### src/rtl/audio_gain_pkg.sv
// Package: shared constants and the coefficient generator for the gain stage.
// Assumes coefficients are unsigned fixed point with a caller-chosen number
// of fractional bits. Coefficients are computed at elaboration only.
package audio_gain_pkg;

    // Linear ratio of one 1.5 dB step, 10^(1.5/20)
    localparam real STEP_RATIO = 1.1885022274370185;

    // Coefficient for a given step count, rounded to nearest
    function automatic longint step_coef(input int code, input bit cut, input int frac);
        real r;
        r = 1.0;
        for (int i = 0; i < code; i++) begin
            r = cut ? (r / STEP_RATIO) : (r * STEP_RATIO);
        end
        return longint'($rtoi(r * real'(longint'(1) << frac) + 0.5));
    endfunction

endpackage

### src/rtl/gain_coef_rom.sv
// Module: gain_coef_rom
// Maps a gain code to its fixed-point coefficient. The table is built by a
// generate loop from the step law at elaboration time, one entry per code.
// Assumes COEF_W is wide enough for the largest coefficient of the flavour.
module gain_coef_rom #(
    parameter int CUT_MODE = 0,
    parameter int CODE_W   = 4,
    parameter int COEF_W   = 20,
    parameter int FRAC_W   = 16
) (
    input  logic [CODE_W-1:0] code,
    output logic [COEF_W-1:0] coef
);
    localparam int NUM_CODES = 1 << CODE_W;

    logic [COEF_W-1:0] tab [NUM_CODES];

    // Constant table entry for each code
    for (genvar g = 0; g < NUM_CODES; g++) begin : g_tab
        localparam longint CVAL = audio_gain_pkg::step_coef(g, CUT_MODE != 0, FRAC_W);
        assign tab[g] = COEF_W'(CVAL);
    end

    // Table lookup
    assign coef = tab[code];

endmodule

### src/rtl/gain_mult_clip.sv
// Module: gain_mult_clip
// Combinational multiply of a signed sample by an unsigned coefficient. The
// product is rounded half-up, clipped to the sample range, and forced to zero
// under mute. Assumes FRAC_W >= 1.
module gain_mult_clip #(
    parameter int SAMPLE_W = 16,
    parameter int COEF_W   = 20,
    parameter int FRAC_W   = 16
) (
    input  logic [SAMPLE_W-1:0] sample,
    input  logic [COEF_W-1:0]   coef,
    input  logic                mute,
    output logic [SAMPLE_W-1:0] result
);
    localparam int PROD_W = SAMPLE_W + COEF_W + 1;
    localparam logic signed [PROD_W-1:0] HALF = PROD_W'(1) <<< (FRAC_W - 1);
    localparam logic signed [PROD_W-1:0] MAXV = PROD_W'((1 << (SAMPLE_W - 1)) - 1);
    localparam logic signed [PROD_W-1:0] MINV = -PROD_W'(1 << (SAMPLE_W - 1));
    localparam logic [SAMPLE_W-1:0] POS_FS = {1'b0, {(SAMPLE_W-1){1'b1}}};
    localparam logic [SAMPLE_W-1:0] NEG_FS = {1'b1, {(SAMPLE_W-1){1'b0}}};

    logic signed [PROD_W-1:0] prod;
    logic signed [PROD_W-1:0] rnd_sum;
    logic signed [PROD_W-1:0] rounded;

    // Full-precision product, rounding and clipping
    always_comb begin
        prod    = PROD_W'(signed'(sample)) * PROD_W'(signed'({1'b0, coef}));
        rnd_sum = prod + HALF;
        rounded = rnd_sum >>> FRAC_W;
        if (mute)                 result = '0;
        else if (rounded > MAXV)  result = POS_FS;
        else if (rounded < MINV)  result = NEG_FS;
        else                      result = rounded[SAMPLE_W-1:0];
    end

endmodule

### src/rtl/zero_run_detect.sv
// Module: zero_run_detect
// Counts consecutive valid all-zero samples and flags when the run reaches
// RUN_LEN. A valid nonzero sample clears the count and the flag. Cycles
// without a valid sample leave everything unchanged. Assumes RUN_LEN >= 1.
module zero_run_detect #(
    parameter int SAMPLE_W = 16,
    parameter int RUN_LEN  = 2048
) (
    input  logic                clk,
    input  logic                rst_n,
    input  logic                in_valid,
    input  logic [SAMPLE_W-1:0] in_sample,
    output logic                zmute
);
    localparam int CNT_W = $clog2(RUN_LEN + 1);
    localparam logic [CNT_W-1:0] LIMIT = CNT_W'(RUN_LEN);

    logic [CNT_W-1:0] run_cnt;
    logic             is_zero;

    assign is_zero = (in_sample == '0);

    // Saturating run counter and flag, advanced only on valid samples
    always_ff @(posedge clk) begin
        if (!rst_n) begin
            run_cnt <= '0;
            zmute   <= 1'b0;
        end else if (in_valid) begin
            if (is_zero) begin
                if (run_cnt != LIMIT) run_cnt <= run_cnt + 1'b1;
                zmute <= (run_cnt >= LIMIT - 1'b1);
            end else begin
                run_cnt <= '0;
                zmute   <= 1'b0;
            end
        end
    end

    // a nonzero valid sample releases the flag
    a_r9_release: assert property (@(posedge clk) disable iff (!rst_n)
        (in_valid && !is_zero) |=> !zmute);

    // the flag moves only on valid samples
    a_r6_flag_hold: assert property (@(posedge clk) disable iff (!rst_n)
        !in_valid |=> $stable(zmute));

    // the flag can only rise on a valid zero sample
    a_r8_rise_on_zero: assert property (@(posedge clk) disable iff (!rst_n)
        !(in_valid && is_zero) |=> !$rose(zmute));

endmodule

### src/rtl/audio_step_gain.sv
// Module: audio_step_gain
// One channel of stepped digital gain. The coefficient ROM feeds the
// multiply/round/clip path, whose result is registered together with a valid
// flag one cycle after the input strobe. The cut flavour can also carry the
// zero-run detector. Assumes mute and gain_code are sampled with in_valid.
module audio_step_gain #(
    parameter int CUT_MODE = 0,
    parameter int SAMPLE_W = 16,
    parameter int CODE_W   = (CUT_MODE != 0) ? 5 : 4,
    parameter int FRAC_W   = 16,
    parameter int COEF_W   = 20,
    parameter int ZDET_EN  = 0,
    parameter int ZRUN_LEN = 2048
) (
    input  logic                clk,
    input  logic                rst_n,
    input  logic                in_valid,
    input  logic [SAMPLE_W-1:0] in_sample,
    input  logic [CODE_W-1:0]   gain_code,
    input  logic                mute,
    output logic                out_valid,
    output logic [SAMPLE_W-1:0] out_sample,
    output logic                zero_mute
);
    localparam logic [SAMPLE_W-1:0] NEG_FS = {1'b1, {(SAMPLE_W-1){1'b0}}};

    logic [COEF_W-1:0]   coef;
    logic [SAMPLE_W-1:0] gained;

    gain_coef_rom #(
        .CUT_MODE (CUT_MODE),
        .CODE_W   (CODE_W),
        .COEF_W   (COEF_W),
        .FRAC_W   (FRAC_W)
    ) u_rom (
        .code (gain_code),
        .coef (coef)
    );

    gain_mult_clip #(
        .SAMPLE_W (SAMPLE_W),
        .COEF_W   (COEF_W),
        .FRAC_W   (FRAC_W)
    ) u_mul (
        .sample (in_sample),
        .coef   (coef),
        .mute   (mute),
        .result (gained)
    );

    // Output register: capture the result on each valid sample
    always_ff @(posedge clk) begin
        if (!rst_n) begin
            out_valid  <= 1'b0;
            out_sample <= '0;
        end else begin
            out_valid <= in_valid;
            if (in_valid) out_sample <= gained;
        end
    end

    // Zero-run detector, present only when enabled
    if (ZDET_EN != 0) begin : g_zdet
        zero_run_detect #(
            .SAMPLE_W (SAMPLE_W),
            .RUN_LEN  (ZRUN_LEN)
        ) u_zdet (
            .clk       (clk),
            .rst_n     (rst_n),
            .in_valid  (in_valid),
            .in_sample (in_sample),
            .zmute     (zero_mute)
        );
    end else begin : g_nozdet
        assign zero_mute = 1'b0;
    end

    // valid follows the strobe by one cycle
    a_r1_valid_follows: assert property (@(posedge clk) disable iff (!rst_n)
        in_valid |=> out_valid);
    a_r1_no_spurious: assert property (@(posedge clk) disable iff (!rst_n)
        !in_valid |=> !out_valid);

    // muted samples come out silent
    a_r4_mute_silent: assert property (@(posedge clk) disable iff (!rst_n)
        (in_valid && mute) |=> (out_sample == '0));

    // the result holds between strobes
    a_r6_hold: assert property (@(posedge clk) disable iff (!rst_n)
        !in_valid |=> $stable(out_sample));

    // code 0 is an exact passthrough
    a_r7_unity: assert property (@(posedge clk) disable iff (!rst_n)
        (in_valid && !mute && gain_code == '0) |=> (out_sample == $past(in_sample)));

    // boosting negative full scale by any nonzero step clips to negative full scale
    a_r5_neg_clip: assert property (@(posedge clk) disable iff (!rst_n)
        (CUT_MODE == 0 && in_valid && !mute && gain_code != '0 && in_sample == NEG_FS)
        |=> (out_sample == NEG_FS));

endmodule

### config.mk
export PLATFORM = sky130hd
export DESIGN_NAME = audio_step_gain
export DESIGN_NICKNAME = d
export VERILOG_FILES = /design/src/rtl/audio_gain_pkg.sv /design/src/rtl/gain_coef_rom.sv /design/src/rtl/gain_mult_clip.sv /design/src/rtl/zero_run_detect.sv /design/src/rtl/audio_step_gain.sv
export SDC_FILE = /design/constraint.sdc
export NUM_CORES = 1
export LEC_CHECK = 0
export ABC_CLOCK_PERIOD_IN_PS = 28100
export BUFFER_PORTS_ARGS = -buffer_cell sky130_fd_sc_hd__buf_2
export CAP_MARGIN = 20
export CORE_MARGIN = 4
export CORE_UTILIZATION = 47
export CTS_CLUSTER_SIZE = 30
export DETAILED_ROUTE_END_ITERATION = 6
export GPL_TIMING_DRIVEN = 0
export PLACE_DENSITY = 0.73
export SKIP_CTS_REPAIR_TIMING = 1
export SYNTH_ARGS = -nofsm -noshare
export SYNTH_HDL_FRONTEND = slang
export SYNTH_HIERARCHICAL = 1
export SYNTH_SLANG_ARGS = --single-unit
### constraint.sdc
create_clock -name clk -period 28.1 [get_ports clk]
set_input_delay 8.43 -clock clk [delete_from_list [all_inputs] [get_ports clk]]
set_output_delay 8.43 -clock clk [all_outputs]
set_load 0.02 [all_outputs]
==> results.sh, run 1 <==
export IMPL_status="finished clean"
export IMPL_synth_edf_count=0
export IMPL_fin_nets=1886
export IMPL_viasPerCell=5.44
export IMPL_path_clk_slew_ns=0.05
export IMPL_slew_headroom_pct=25.5
export IMPL_hold_violations=0
export IMPL_slowest_stage="clkbuf_1"
export IMPL_cts_made_buffers=3
export IMPL_drtAntennaViolNets=0
export IMPL_holdPathStages=2
export IMPL_cts_sinks=17
export IMPL_syn_inst=1444
export IMPL_gp_congestion=0.954
export IMPL_arrival_ns=17.49
export IMPL_crit_required_ns=28.23
export IMPL_layout_commonest_cell="inv_1"
export IMPL_tns_ns=0
export IMPL_gr_total_overflow=0
export IMPL_drv_cap=0
export IMPL_synthArstFlopShare_pct=0
export IMPL_synth_cell_types=71
export IMPL_coreArea_um2=25900
export IMPL_start_util_pct=47.6
export IMPL_ff2ff_path_depth=2
export IMPL_fmax_ghz=0.0576
export IMPL_layout_common_cells="inv_1, fa_1, nand2_1, and2_1, ha_1"
export IMPL_grt_pass1_vias=10300
export IMPL_drive_gt1_share_pct=4.88
export IMPL_yosysSeqAreaShare_pct=2.76
export IMPL_dr_pass1_iters=5
export IMPL_antenna_found_initial=0
export IMPL_worst_setup_path_type="in -> reg"
export IMPL_grt_max_degree=13
export IMPL_cp_end_kind="flop"
export IMPL_cts_htree_levels=1
export IMPL_placed_cell_area_um2=12900
export IMPL_synth_area_um2=12300
export IMPL_startpoint_type="input port"
export IMPL_dieHeight_um=170
export IMPL_dr_total_vias=9844
export IMPL_drt_iter0_drc=670
export IMPL_rows=59
export IMPL_cp_common_cell="inv_1"
export IMPL_nFillCells=2470
export IMPL_worstPathMaxFanout=12
export IMPL_cts_root_buf="clkbuf_16"
export IMPL_syn_area_per_cell_um2=8.54
export IMPL_setup_viol=0
export IMPL_clock_latency_ns=0.24
export IMPL_worstMarginPinSlew_ns=1.11
export IMPL_syn_to_final_growth_pct=5.21
export IMPL_final_max_slew_viol_count=0
export IMPL_die_area_um2=28900
export IMPL_route_detailed_drc=0
export IMPL_routedWlPerCell_um=18.3
export IMPL_synth_main_ff_cell="dfxtp_1"
export IMPL_cts_tree="yes"
export IMPL_dp_hpwl_um=28000
export IMPL_rsz0062_at_grt="no"
export IMPL_io_pins=42
export IMPL_routed_wl_um=33100
export IMPL_syn_nets=1853
export IMPL_clockBufferDepth=2
export IMPL_ys_warnings_count=6
export IMPL_grt_pass1_wl_um=53400
export IMPL_stdcell_area_um2=13000
export IMPL_fp_dieW_um=170
export IMPL_period_share_pct=61.8
export IMPL_critical_path_max_stage_delay_ns=0.66
export IMPL_n_antenna_cell=0
export IMPL_skew_ns=0
export IMPL_io_buffers=25
export IMPL_fin_crit_ns=17.36
export IMPL_min_path_type="reg -> reg"
export IMPL_grtUsageTotal_pct=23.3
export IMPL_ys_ff_latch=17
-- cell families after synthesis --
kind of cell | share of synthesized area, %
fa+ha+maj | 54.2
mux | 1.85
xor+xnor | 1.49
simple gates | 18.0
flops | 2.76
buf+inv | 13.0
compound gates | 8.69
other cells | 0.0304
-- cell type report --
cell class / count / area, um2 / area share [%]
multi-input cells: 1033 / 10400 / 80.1
flip-flops and latches: 17 / 340 / 2.62
clock buffers: 4 / 78.8 / 0.607
inverters: 326 / 1220 / 9.43
plain buffers: 68 / 374 / 2.88
repair buffers: 28 / 145 / 1.12
well taps: 335 / 419 / 3.23
-- metal layers --
| metal | wire length [um] | up-vias | track usage (%) | share of wire (%) |
|---|---|---|---|---|
| li1 | - | 4446 | - | - |
| met2 | 16500 | 390 | 40.7 | 50 |
| met1 | 13100 | 4943 | 30.0 | 40 |
| met4 | 1180 | 0 | 6.94 | 3.5 |
| met5 | 0 | - | 0 | 0 |
| met3 | 2320 | 65 | 3.48 | 7.0 |
-- synthesized netlist by cell type, types with 4 or more instances --
library cell | number | area [um2]
a31oi_1 | 6 | 37.5
a21o_1 | 8 | 60.1
o31ai_1 | 15 | 113
inv_1 | 326 | 1220
o21a_1 | 4 | 30.0
dfxtp_1 | 17 | 340
xor2_1 | 10 | 87.6
mux2i_1 | 19 | 190
a211oi_1 | 7 | 52.6
xnor2_1 | 11 | 96.3
nor2_1 | 42 | 158
nor2b_1 | 19 | 119
o21bai_1 | 5 | 37.5
ha_1 | 136 | 1700
nand4_1 | 6 | 37.5
nand2_1 | 186 | 698
buf_6 | 6 | 67.6
nand2b_1 | 10 | 62.6
nand3_1 | 9 | 45.0
and2_1 | 145 | 907
a21oi_1 | 46 | 230
clkbuf_1 | 50 | 188
fa_1 | 249 | 4980
o21ai_0 | 33 | 165
buf_4 | 5 | 37.5
nor3_1 | 10 | 50.1
-- final timing paths --
check	slack [ns]	end	from
hold / removal	0.51	out_sample[12]	out_sample[12]
hold reg to reg	0.51	out_sample[12]	out_sample[12]
setup reg to reg	27.48	out_sample[7]	out_sample[7]
setup / recovery	10.74	out_sample[7]	gain_code[1]
-- critical path: cells and delay by family --
family / cells / cell delay (ns)
and+or+nand+nor: 7 / 1.91
muxes: 1 / 0.14
AOI/OAI and AO/OA: 6 / 1.46
adders and majority gates: 8 / 3.78
buffers and inverters: 10 / 1.75
-- stage by stage --
stage	setup slack, ns	hold WS [ns]	cells	util (%)
3_3_place_gp	10.76	0.494	1804	49.7
6_report	10.74	0.509	1811	50.1
3_5_place_dp	10.64	0.502	1806	49.7
4_1_cts	10.85	0.514	1810	50.1
2_1_floorplan	12.54	0.589	1444	-
5_1_grt	10.33	0.535	1811	50.1
-- state kept, by name (all words and copies together), names as in the netlist --
| name | cells |
|---|---|
| out_valid | 1 |
| out_sample | 16 |
Power of run 1 is left out: the tool's default activity adds up to more than one toggle a clock period on the data nets, which glitch-free logic cannot reach.
==> inputs of run 2 (changes only) <==
ABC_AREA = 1   (was default)
ABC_CLOCK_PERIOD_IN_PS = 14300   (was 28100)
PLACE_DENSITY = 0.76   (was 0.73)
clock period = 14.3 ns   (was 28.1 ns; I/O delays follow)
==> run 2 against run 1 <==
Final area rose by 2.4%. Worst setup slack got worse by 8.4 ns. Sequential share of layout area fell by 0.061 points. Clock skew did not move. Non-clock buffer count rose by 8. Critical path depth rose by 5. Die area rose by 2.5%. Global-route usage rose by 0.54 points. Cell count rose by 18%. Clock-buffer cell count did not move. Core utilization rose by 0.47 points. Largest cell class unchanged.
==> results.sh, run 2 <==
export IMPL_syn_area_per_cell_um2=7.13
export IMPL_status="finished clean"
export IMPL_largest_register_ff_count=16
export IMPL_cts_made_buffers=3
export IMPL_syn_nets=2184
export IMPL_fin_nets=2213
export IMPL_synth_top_area_share_pct=39.4
export IMPL_fin_crit_ns=11.91
export IMPL_cts_tree="yes"
export IMPL_cts_sinks=17
export IMPL_cts_htree_levels=1
export IMPL_ff2ff_path_depth=2
export IMPL_whs_ns=0.465
export IMPL_worstMarginPinSlew_ns=1.05
export IMPL_route_detailed_drc=0
export IMPL_die_area_um2=29600
export IMPL_drt_iter0_drc=821
export IMPL_cp_common_cell="nand2_1"
export IMPL_drv_cap=0
export IMPL_rows=59
export IMPL_routedWlPerCell_um=15.8
export IMPL_slew_headroom_pct=29.2
export IMPL_yosysMostFrequentCell="inv_1"
export IMPL_ys_ff_latch=17
export IMPL_min_path_type="reg -> reg"
export IMPL_final_max_slew_viol_count=0
export IMPL_cp_end_kind="flop"
export IMPL_clock_latency_ns=0.24
export IMPL_synth_edf_count=0
export IMPL_synth_cell_types=36
export IMPL_n_antenna_cell=0
export IMPL_yosysSeqAreaShare_pct=2.69
export IMPL_rsz0062_at_grt="no"
export IMPL_synth_area_leader_cell="fa_1"
export IMPL_arrival_ns=12.09
export IMPL_fmax_ghz=0.0839
export IMPL_layout_common_cells="inv_1, nand2_1, fa_1, ha_1, nor2_1"
export IMPL_routed_wl_um=33800
export IMPL_syn_inst=1775
export IMPL_gr_total_overflow=0
export IMPL_layout_commonest_cell="inv_1"
export IMPL_synthArstFlopShare_pct=0
export IMPL_setup_viol=0
export IMPL_yosys_top_cells_area="fa_1, inv_1, nand2_1"
export IMPL_synthTopCellsByCount="inv_1, nand2_1, fa_1"
export IMPL_dieHeight_um=172
export IMPL_syn_to_final_growth_pct=4.92
export IMPL_synth_main_ff_cell="dfxtp_1"
export IMPL_start_util_pct=48.2
export IMPL_ys_warnings_count=6
export IMPL_io_buffers=21
export IMPL_coreArea_um2=26300
export IMPL_dr_pass1_iters=6
export IMPL_crit_required_ns=14.48
export IMPL_grt_max_degree=11
export IMPL_gp_congestion=0.952
export IMPL_holdPathStages=2
export IMPL_clockBufferDepth=2
export IMPL_grtUsageTotal_pct=23.8
export IMPL_antenna_found_initial=0
export IMPL_dr_total_vias=11000
export IMPL_viasPerCell=5.12
export IMPL_skew_ns=0
export IMPL_startpoint_type="input port"
export IMPL_worstPathMaxFanout=10
export IMPL_grt_pass1_vias=11500
export IMPL_drtAntennaViolNets=0
export IMPL_grt_pass1_wl_um=55700
export IMPL_tns_ns=0
export IMPL_slowest_stage="fa_1"
export IMPL_largest_register="out_sample"
export IMPL_period_share_pct=83.3
export IMPL_cts_root_buf="clkbuf_16"
export IMPL_synth_area_um2=12700
export IMPL_hold_violations=0
export IMPL_critical_path_max_stage_delay_ns=0.53
export IMPL_reg_top3="out_sample (16), out_valid (1)"
export IMPL_path_clk_slew_ns=0.05
export IMPL_worst_setup_path_type="in -> reg"
export IMPL_io_pins=42
export IMPL_dp_hpwl_um=28400
export IMPL_drive_gt1_share_pct=3.94
export IMPL_fp_dieW_um=172
[run 2: changes by cell type in the layout (fill, tap and decap cells not counted), moves of 19 or more]
cell and delta:
mux2i_1 -19, nand2_1 +310, inv_1 +202, nor2b_1 -19, nor2_1 +56, and2_1 -145
[run 2: per-layer routing]
metal  track usage, %  up-vias  wire length [um]
met5                0        -                 0
met4             11.9        0              2210
met3             4.30      151              2910
met2             41.2      491             16200
met1             28.5     5243             12400
li1                 -     5068                 -
[run 2: path summary, 6_finish.rpt]
path	end	slack [ns]	start
worst max register to register	out_sample[13]	13.74	out_sample[13]
worst max-delay path	out_sample[6]	2.39	gain_code[1]
worst min-delay path	out_sample[10]	0.46	out_sample[10]
worst min register to register	out_sample[10]	0.46	out_sample[10]
[run 2: kinds of logic after synthesis]
group,after synthesis,synth area share [%]
AND/OR/NAND/NOR,645,19.9
AO/OA/AOI/OAI,99,4.58
XOR/XNOR,18,1.25
buffers and inverters,610,18.8
flip-flops,17,2.69
other,1,0.0296
adder cells (fa/ha/maj),385,52.8
[run 2: area by class of cell]
| type | instances | area (um2) |
|---|---|---|
| Buffer | 80 | 392 |
| Clock buffer | 4 | 78.8 |
| Fill cell | 2565 | 13000 |
| Inverter | 530 | 1990 |
| Multi-Input combinational cell | 1148 | 9940 |
| Sequential cell | 17 | 340 |
| Tap cell | 335 | 419 |
| Timing Repair Buffer | 24 | 125 |
[run 2: critical path: cells and delay by family]
kind	cells	cell delay [ns]
simple gates	13	1.21
buf+inv	11	1.61
compound gates	5	1.30
fa+ha+maj	8	3.64
[run 2: metrics by stage]
step	worst slack (ns)	util (%)	area (um2)	std cells
2_1_floorplan	3.57	-	12700	1775
3_3_place_gp	1.62	50.2	13200	2131
3_5_place_dp	2.32	50.3	13200	2134
4_1_cts	2.52	50.6	13300	2138
5_1_grt	1.85	50.6	13300	2138
6_report	2.39	50.6	13300	2138
Power of run 2 is left out for the same reason.
